===== src/rtl/drift_pkg.sv =====
package drift_pkg;
    typedef enum logic [1:0] {
        ADJ_NONE = 2'd0,
        ADJ_DROP = 2'd1,
        ADJ_INS  = 2'd2
    } adj_e;
endpackage


===== src/rtl/drift_ring.sv =====
module drift_ring #(
    parameter int SW  = 16,
    parameter int PKT = 48
) (
    input  logic                          clk,
    input  logic                          rst,
    input  logic                          wr_valid,
    input  logic [2*SW-1:0]               wr_data,
    input  logic                          wr_pkt_done,
    input  logic [$clog2(2*PKT)-1:0]      rd_addr,
    output logic [2*SW-1:0]               rd_word,
    output logic                          full_o
);
    localparam int DEPTH = 2 * PKT;
    localparam int AW    = $clog2(DEPTH);
    localparam int IW    = (PKT > 1) ? $clog2(PKT) : 1;

    typedef struct packed {
        logic          half;
        logic [IW-1:0] idx;
    } wst_t;

    wst_t st_d, st_q;
    logic [2*SW-1:0] mem [DEPTH];
    logic [AW-1:0]   wr_addr;

    assign wr_addr = (st_q.half ? AW'(PKT) : AW'(0)) + AW'(st_q.idx);

    always_comb begin
        st_d = st_q;
        if (wr_pkt_done) begin
            st_d.half = ~st_q.half;
            st_d.idx  = '0;
        end else if (wr_valid && (int'(st_q.idx) < PKT - 1)) begin
            st_d.idx = st_q.idx + IW'(1);
        end
    end

    always_ff @(posedge clk) begin
        if (rst) st_q <= '0;
        else     st_q <= st_d;
    end

    always_ff @(posedge clk) begin
        if (wr_valid && !wr_pkt_done) mem[wr_addr] <= wr_data;
    end

    assign rd_word = mem[rd_addr];
    assign full_o  = wr_pkt_done && st_q.half;

    assert_widx_range_R1: assert property (@(posedge clk) disable iff (rst)
        int'(st_q.idx) < PKT);
    assert_half_flip_R1: assert property (@(posedge clk) disable iff (rst)
        wr_pkt_done |=> st_q.half != $past(st_q.half));
endmodule


===== src/rtl/drift_timer.sv =====
module drift_timer #(
    parameter int TW       = 13,
    parameter int TICK_DIV = 50
) (
    input  logic          clk,
    input  logic          rst,
    input  logic          start,
    input  logic          stop,
    output logic [TW-1:0] count_o,
    output logic          run_o
);
    localparam logic [TW-1:0] CMAX = {TW{1'b1}};
    localparam int DW = (TICK_DIV > 1) ? $clog2(TICK_DIV) : 1;

    typedef struct packed {
        logic [DW-1:0] div;
        logic [TW-1:0] cnt;
        logic          run;
    } tst_t;

    tst_t st_d, st_q;
    logic tick;

    generate
        if (TICK_DIV == 1) begin : g_fast
            assign tick = 1'b1;
        end else begin : g_div
            assign tick = (int'(st_q.div) == TICK_DIV - 1);
        end
    endgenerate

    always_comb begin
        st_d = st_q;
        if (start) begin
            st_d.run = 1'b1;
            st_d.cnt = '0;
            st_d.div = '0;
        end else if (stop) begin
            st_d.run = 1'b0;
        end else if (st_q.run) begin
            if (TICK_DIV > 1) st_d.div = tick ? '0 : st_q.div + DW'(1);
            if (tick && st_q.cnt != CMAX) st_d.cnt = st_q.cnt + TW'(1);
        end
    end

    always_ff @(posedge clk) begin
        if (rst) st_q <= '0;
        else     st_q <= st_d;
    end

    assign count_o = st_q.cnt;
    assign run_o   = st_q.run;

    assert_sat_hold_R8: assert property (@(posedge clk) disable iff (rst)
        (st_q.run && st_q.cnt == CMAX && !start) |=> st_q.cnt == CMAX);
    assert_no_wrap_R8: assert property (@(posedge clk) disable iff (rst)
        (st_q.run && !start) |=> st_q.cnt >= $past(st_q.cnt));
endmodule


===== src/rtl/drift_comp.sv =====
module drift_comp
    import drift_pkg::*;
#(
    parameter int SW       = 16,
    parameter int PKT      = 48,
    parameter int TW       = 13,
    parameter int TICK_DIV = 50,
    parameter int THRESH   = 20
) (
    input  logic            clk,
    input  logic            rst,
    input  logic            wr_valid,
    input  logic [2*SW-1:0] wr_data,
    input  logic            wr_pkt_done,
    input  logic            rd_req,
    output logic [2*SW-1:0] rd_data
);
    localparam int DEPTH = 2 * PKT;
    localparam int AW    = $clog2(DEPTH);

    typedef struct packed {
        logic [AW-1:0]   ptr;
        logic [2*SW-1:0] out;
        adj_e            pend;
        logic [TW-1:0]   ref_v;
        logic            ref_ok;
    } st_t;

    st_t st_d, st_q;
    logic [AW-1:0]   rd_addr;
    logic [2*SW-1:0] rd_word;
    logic            full;
    logic            t_stop;
    logic [TW-1:0]   t_count;
    logic            t_run;
    logic [AW:0]     ptr_sum;
    logic            wrap;
    logic signed [TW+1:0] diff;

    drift_ring #(.SW(SW), .PKT(PKT)) u_ring (
        .clk(clk), .rst(rst),
        .wr_valid(wr_valid), .wr_data(wr_data), .wr_pkt_done(wr_pkt_done),
        .rd_addr(rd_addr), .rd_word(rd_word), .full_o(full)
    );

    drift_timer #(.TW(TW), .TICK_DIV(TICK_DIV)) u_tmr (
        .clk(clk), .rst(rst), .start(full), .stop(t_stop),
        .count_o(t_count), .run_o(t_run)
    );

    always_comb begin
        st_d    = st_q;
        rd_addr = st_q.ptr;
        ptr_sum = {1'b0, st_q.ptr} + (AW+1)'(1);
        if (st_q.pend == ADJ_DROP) begin
            rd_addr = (int'(st_q.ptr) == DEPTH - 1) ? '0 : st_q.ptr + AW'(1);
            ptr_sum = {1'b0, st_q.ptr} + (AW+1)'(2);
        end
        wrap   = rd_req && (st_q.pend != ADJ_INS) && (int'(ptr_sum) >= DEPTH);
        t_stop = wrap && t_run && !full;
        diff   = $signed({2'b00, t_count}) - $signed({2'b00, st_q.ref_v});

        if (rd_req) begin
            if (st_q.pend == ADJ_INS) begin
                st_d.out = st_q.out;
            end else begin
                st_d.out = rd_word;
                st_d.ptr = wrap ? AW'(int'(ptr_sum) - DEPTH) : AW'(ptr_sum);
            end
            st_d.pend = ADJ_NONE;
        end

        if (t_stop) begin
            if (!st_q.ref_ok) begin
                st_d.ref_v  = t_count;
                st_d.ref_ok = 1'b1;
            end else if (diff > (TW+2)'(THRESH)) begin
                st_d.pend = ADJ_DROP;
            end else if (diff < -(TW+2)'(THRESH)) begin
                st_d.pend = ADJ_INS;
            end
        end
    end

    always_ff @(posedge clk) begin
        if (rst) st_q <= '{ptr: '0, out: '0, pend: ADJ_NONE, ref_v: '0, ref_ok: 1'b0};
        else     st_q <= st_d;
    end

    assign rd_data = st_q.out;

    assert_ptr_range_R1: assert property (@(posedge clk) disable iff (rst)
        int'(st_q.ptr) < DEPTH);
    assert_no_adj_unref_R3: assert property (@(posedge clk) disable iff (rst)
        !st_q.ref_ok |-> st_q.pend == ADJ_NONE);
    assert_drop_step_R4: assert property (@(posedge clk) disable iff (rst)
        (rd_req && st_q.pend == ADJ_DROP) |=>
        int'(st_q.ptr) == (int'($past(st_q.ptr)) + 2) % DEPTH);
    assert_ins_repeat_R5: assert property (@(posedge clk) disable iff (rst)
        (rd_req && st_q.pend == ADJ_INS) |=> $stable(rd_data) && $stable(st_q.ptr));
    assert_ref_hold_R7: assert property (@(posedge clk) disable iff (rst)
        st_q.ref_ok |=> $stable(st_q.ref_v));
    assert_one_adj_R10: assert property (@(posedge clk) disable iff (rst)
        (rd_req && st_q.pend != ADJ_NONE && !t_stop) |=> st_q.pend == ADJ_NONE);
endmodule


===== config.mk =====
export PLATFORM = sky130hd
export DESIGN_NAME = drift_comp
export DESIGN_NICKNAME = d
export VERILOG_FILES = /design/src/rtl/drift_pkg.sv /design/src/rtl/drift_ring.sv /design/src/rtl/drift_timer.sv /design/src/rtl/drift_comp.sv
export SDC_FILE = /design/constraint.sdc
export NUM_CORES = 2
export LEC_CHECK = 0
export ABC_AREA = 1
export BUFFER_PORTS_ARGS = -buffer_cell sky130_fd_sc_hd__buf_4
export CAP_MARGIN = 20
export CELL_PAD_IN_SITES_DETAIL_PLACEMENT = 0
export CELL_PAD_IN_SITES_GLOBAL_PLACEMENT = 1
export CORE_MARGIN = 3
export CORE_UTILIZATION = 56
export DETAILED_ROUTE_END_ITERATION = 16
export PLACE_DENSITY_LB_ADDON = 0.1
export SYNTH_ARGS = -nofsm -noshare
export SYNTH_HDL_FRONTEND = slang
export SYNTH_SLANG_ARGS = --single-unit

===== constraint.sdc =====
create_clock -name clk -period 6.3 [get_ports clk]
set_clock_uncertainty 0.2 [all_clocks]
set_input_delay 0.63 -clock clk [delete_from_list [all_inputs] [get_ports clk]]
set_output_delay 0.63 -clock clk [all_outputs]
set_load 0.01 [all_outputs]

After elaboration in Yosys (flattened, before gate mapping)
Memories as Yosys holds them, arrays and structs flattened. A register that Yosys moved wholly into a read port is not among the register bits.
Cells that the tools add are included.
{ "word_totals": {"register_bits": 50, "latchBits": 0, "mem_bits_rw": 3072, "romBits": 0, "in_bits": 37, "output_inout_bits": 32, "wordCells": 66, "n_memories": 1} }
{ "classes": {"n_addsub": 9, "multipliers": 0, "div_mod_pow": 0, "order_cmp": 4, "n_eq_ne": 6, "shifts": 0, "muxes": 16, "n_bitwise": 4, "n_reduce_logical": 17} }
{ "memory_table": {"columns": ["name", "words", "word_bits", "rd", "rd_ports_with_merged_regs", "write_ports", "line_no", "source"], "rows": [
  ["u_ring.mem", 96, 32, 1, 1, 1, "drift_ring.sv:24", "logic [2*SW-1:0] mem [DEPTH];"]
]} }
{ "op_table": {"columns": ["op", "count"], "rows": [
  ["2-to-1 mux 7 bit", 3],
  ["2-to-1 mux 16 bit", 1],
  ["> comparator 14 x 6 -> 1 bit (second input constant)", 1],
  ["less-than comparator 14 x 6 -> 1 bit (second input constant)", 1],
  ["2-to-1 mux 14 bit", 1],
  ["subtractor 13 x 13 -> 14 bit", 1],
  ["adder 13 x 1 -> 13 bit (second input constant)", 1],
  ["!= test 13 bit (second input constant)", 1],
  ["adder 6 x 1 -> 6 bit (second input constant)", 2],
  ["2-to-1 mux 6 bit", 2],
  ["adder 7 x 1 -> 8 bit (second input constant)", 1],
  ["adder 7 x 2 -> 8 bit (second input constant)", 1],
  ["greater-or-equal comparator 8 x 7 -> 1 bit (second input constant)", 1],
  ["logical AND 1 bit", 8],
  ["2-to-1 mux 2 bit", 4],
  ["2-to-1 mux 8 bit", 1],
  ["adder 7 x 1 -> 7 bit (second input constant)", 1],
  ["adder 7 x 6 -> 7 bit", 1],
  ["equality test 7 bit (second input constant)", 1],
  ["subtractor 7 bit (second input constant)", 1],
  ["equality test 6 x 5 -> 1 bit (second input constant)", 1],
  ["less-than comparator 6 bit (second input constant)", 1],
  ["AND reduction 2 bit", 3],
  ["2-to-1 mux 1 bit", 4],
  ["8 further kinds", 13]
]} }

Longest topological paths before layout
{ "logic_depth": {"ltp_word": 8, "mapped_depth": 20, "mapped_depth_nobuf": 17} }

By module
A second synthesis with hierarchy kept.
{ "hier_totals": {"hier_cells": 11034, "hier_area_um2": 129364.1} }
{ "by_module_without_submodules": {"columns": ["mod", "instances", "cells_each", "area_each_um2", "seq_area_each_um2"], "rows": [
  ["drift_ring", 1, 10295, 124529.4, 92388.6],
  ["drift_comp", 1, 561, 3614.7, 1101.1],
  ["drift_timer", 1, 178, 1219.9, 400.4]
]} }

Least setup slack after synthesis
No wires, ideal clock.
{ "synth_path": {"kind": "reg-to-reg", "start": "reg u_ring.st_q[6] (netlist bit)", "end": "mem u_ring.mem[43][0] (netlist bit) (enable)", "setup_time_ns": 0.421, "arrival_ns": 2.873, "required_ns": 5.679, "setup_slack_ns": 2.806, "stages_incl_launch_ff": 7, "path_buffers": 0, "synth_period_minus_slack_ns": 3.494, "path_cell_list": "dfxtp_1 ha_1 fa_1 inv_1 nor2_1 nand3_1 nor2_1"} }
{ "synth_via": {"elab_chain_cells": 2} }
{ "synth_rtl": {"columns": ["element", "line_no", "source"], "rows": [
  ["from (decl)", "drift_ring.sv:23", "wst_t st_d, st_q;"],
  ["from (signal assigned)", "drift_ring.sv:41", "else st_q <= st_d;"],
  ["2-to-1 mux 6 bit", "drift_ring.sv:27", "assign wr_addr = (st_q.half ? AW'(PKT) : AW'(0)) + AW'(st_q.idx);"],
  ["adder 7 x 6 -> 7 bit", "drift_ring.sv:27", null],
  ["to (decl)", "drift_ring.sv:24", null]
]} }
No other way between the ends.

Final worst setup path
{ "layout_path": {"start": "reg st_q[15] (netlist bit)", "end": "reg rd_data[12] (netlist name)"} }
{ "layout_via": {"elab_chain_cells": 3, "elab_cells_between_ends": 5, "cone_classes": "eq/ne: 2; mux: 1; bitwise: 1; reduce/logical: 1"} }
{ "layout_rtl": {"columns": ["element", "line_no", "source"], "rows": [
  ["from (decl)", "drift_comp.sv:29", "st_t st_d, st_q;"],
  ["from (signal assigned)", "drift_comp.sv:86", "if (rst) st_q <= '{ptr: '0, out: '0, pend: ADJ_NONE, ref_v: '0, ref_ok: 1'b0};"],
  ["from (signal assigned)", "drift_comp.sv:87", "else st_q <= st_d;"],
  ["equality test 2 bit", "drift_comp.sv:64", "if (st_q.pend == ADJ_INS) begin"],
  ["inverter 1 bit (no source line)", null, null],
  ["AND reduction 2 bit (no source line)", null, null]
]} }
Several ways; a longest one is shown, not always the timed one.
A chain may end at the register's enable or synchronous reset.

==> results.toml <==
[sta]
relSlewSlack = 0.225
fin_ws_ns = 0.878
tightest_slew_ns = 1.16
min_period_ns = 5.42
hold_violations = 0
slew_violations = 0
setup_viol = 0
fmax_ghz = 0.184
finalSetupTns_ns = 0
rsz0062_at_grt = "false"
fin_crit_sh = 0.861

[logic_synthesis]
synth_area_sq_mm = 0.129
synth_top_area_cell = "edfxtp_1"
ys_types = 37
netlist_instances = 10700
syn_area_per_cell_sq_um = 12.0
yosysWarnings = 0
synth_nets = 10800
yosys_register_bits = 3154
yosysSeqAreaShare = 0.729
synth.area.top_cells = "edfxtp_1 72%, nand3_1 10%, nand2_1 7.2%"
synth_top_area_frac = 0.717

[status]
status = "finished, final reports clean"

[critical_path]
cp.required_ns = 6.99
arrival_ns = 6.11
path_max_fanout = 58
path_class = "reg -> reg"
worst_setup_path_start_kind = "flip-flop"
end_kind = "flip-flop"

[floorplanning]
die_width_microns = 485
die_h_microns = 485
io_pins = 69
core_area_sq_mm = 0.228
rows = 175
initial_core_util = 0.565
die_area_sq_mm = 0.236

[final_layout]
stdcell_area_sq_mm = 0.144
register_area_sq_mm = 0.0939
layout_common_cells = "3072 x edfxtp_1, 2626 x nand3_1, 2474 x nand2_1"
nNetsFinal = 10800
fin_cells = 14000
final_common_cell = "edfxtp_1"
drive_above_1_share = 0.0826
area_delta_synth_final_pct = 11.5
multi_input_area_sq_mm = 0.0301
fill_cells = 17500

[placed_design]
dpl.hpwl_mm = 225
port_buffers = 68
placed_area_sq_mm = 0.133
dp.cells = 13400
dp_slack_ns = 1.13
gp_congestion = 0.876

[detailed_routing]
routed_via_density = 6.27
drt-wirelength-per-cell_microns = 29.1
ant_nets = 0
drt-total-wl_mm = 407
firstDrtPassIters = 9
drt_iter0_drc = 12700
via_count = 87700
drc_errors = 0

[cts]
cts_max_level = 5
cts_sinks = 3154
cts_tree = "built"
cts-root-buf = "clkbuf_16"
clk_path_buf_depth = 4
cts_made_buffers = 335
cts_setup_buffers = 0
clk_latency_ns = 0.97
path_clk_slew_ns = 0.06

[grt]
first_global_vias = 81600
grt_pass1_wl_mm = 581
grt_max_degree = 201
antenna_found_initial = 29
gr-total-overflow = 0
grt_usage = 0.341

[run]
drv_cap = 0

[power_and_ir_drop]
ir_worst_vdd_v = 0.000291
finalPower_mw = 45.1
p_per_area_mw_per_mm2 = 314
leakage_nw = 50.7

[min_path]
hp-class = "in -> reg"
logic make-up (layout without fill, tap and decap cells):
| logic type | Yosys count | count (layout) | synth area share |
|---|---|---|---|
| flops | 3154 | 3154 | 0.729 |
| simple gates | 5392 | 5392 | 0.184 |
| xor+xnor | 27 | 27 | 0.00184 |
| compound gates | 880 | 880 | 0.0398 |
| buf+inv | 1273 | 1495 | 0.0430 |
| fa+ha+maj | 23 | 23 | 0.00235 |
| other cells | 0 | 12 | 0 |
area by class of cell:
type / instances / area share
sequential: 3154 / 0.654
inverter: 521 / 0.0139
clock inverter: 151 / 0.00852
clock buffer: 430 / 0.0625
tap: 3009 / 0.0262
timing repair buffer: 393 / 0.0250
multi-input combinational: 6322 / 0.210
antenna: 12 / 0.000209
registers in the layout, indices dropped and copies added (netlist names):
| signal | count |
|---|---|
| u_ring.mem | 3072 |
| u_tmr.count_o | 13 |
| st_q | 23 |
| u_tmr.st_q | 6 |
| u_ring.st_q | 7 |
| rd_data | 32 |
| u_tmr.run_o | 1 |
where the power goes:
part           leakage, nW  internal, mW  switching [mW]
registers             28.3          23.1          0.0782
logic                 17.4         0.784            2.44
clock network         5.00          10.9            7.93
total                 50.7          34.7            10.4
per-layer routing:
metal / GRT usage / wire length, microns / vias to the layer above
met4: 0.146 / 19300 / 18
li1: - / - / 38400
met5: 0.00449 / 249 / -
met3: 0.0717 / 45900 / 867
met1: 0.474 / 156000 / 43200
met2: 0.526 / 186000 / 5213
final timing paths:
check / from / end / slack, ns / cells past startpoint
max reg2reg: st_q[15] / rd_data[12] / 0.88 / 18
min: wr_valid / u_ring.st_q[2] / 0.25 / 5
max: st_q[15] / rd_data[12] / 0.88 / 18
min reg2reg: st_q[9] / st_q[9] / 0.26 / 2
critical path: stages (launching register included):
cell     delay, ns
dfxtp_1       0.34
inv_1         0.08
nand2_1       0.32
nand2_1       0.26
nand2_1       0.17
inv_8         0.33
nand2_8       0.44
inv_8         0.58
buf_12        0.31
buf_4         0.24
buf_4         0.24
nand2_1       0.07
nand3_1       0.09
nand3_1       0.09
nand3_1       0.10
nand3_1       0.28
nand3_1       0.68
nand3_1       0.15
a21oi_1       0.20
cells in the mapped netlist, drive strengths merged:
library cell and count:
inv 514, a21o 3, and3 1, buf 344, nand3 2627, o21ai 330
xor2 24, dfxtp 82, a21oi 262, a221oi 1, o211ai 277, nand4 19
a31o 1, nor3 19, a211oi 4, nand2 2476, nand3b 2, xnor2 3
fa 2, edfxtp 3072, a31oi 1, nor4 2, or2 4, clkinv 7
a22oi 1, nor2 241, nand2b 1, ha 21, clkbuf 408
through the flow:
step / hold WS, ns / util
after global placement: 0.249 / 0.583
after CTS: 0.156 / 0.629
after detailed placement: 0.255 / 0.583
after floorplan: 0.235 / -
after global routing: 0.212 / 0.630
final: 0.247 / 0.630
timing repair:
item	CTS	global route
hold buffers	34	1
gates resized for setup	0	0
endpoints found under the hold margin	886	20
(Power assumes the default switching activity.)
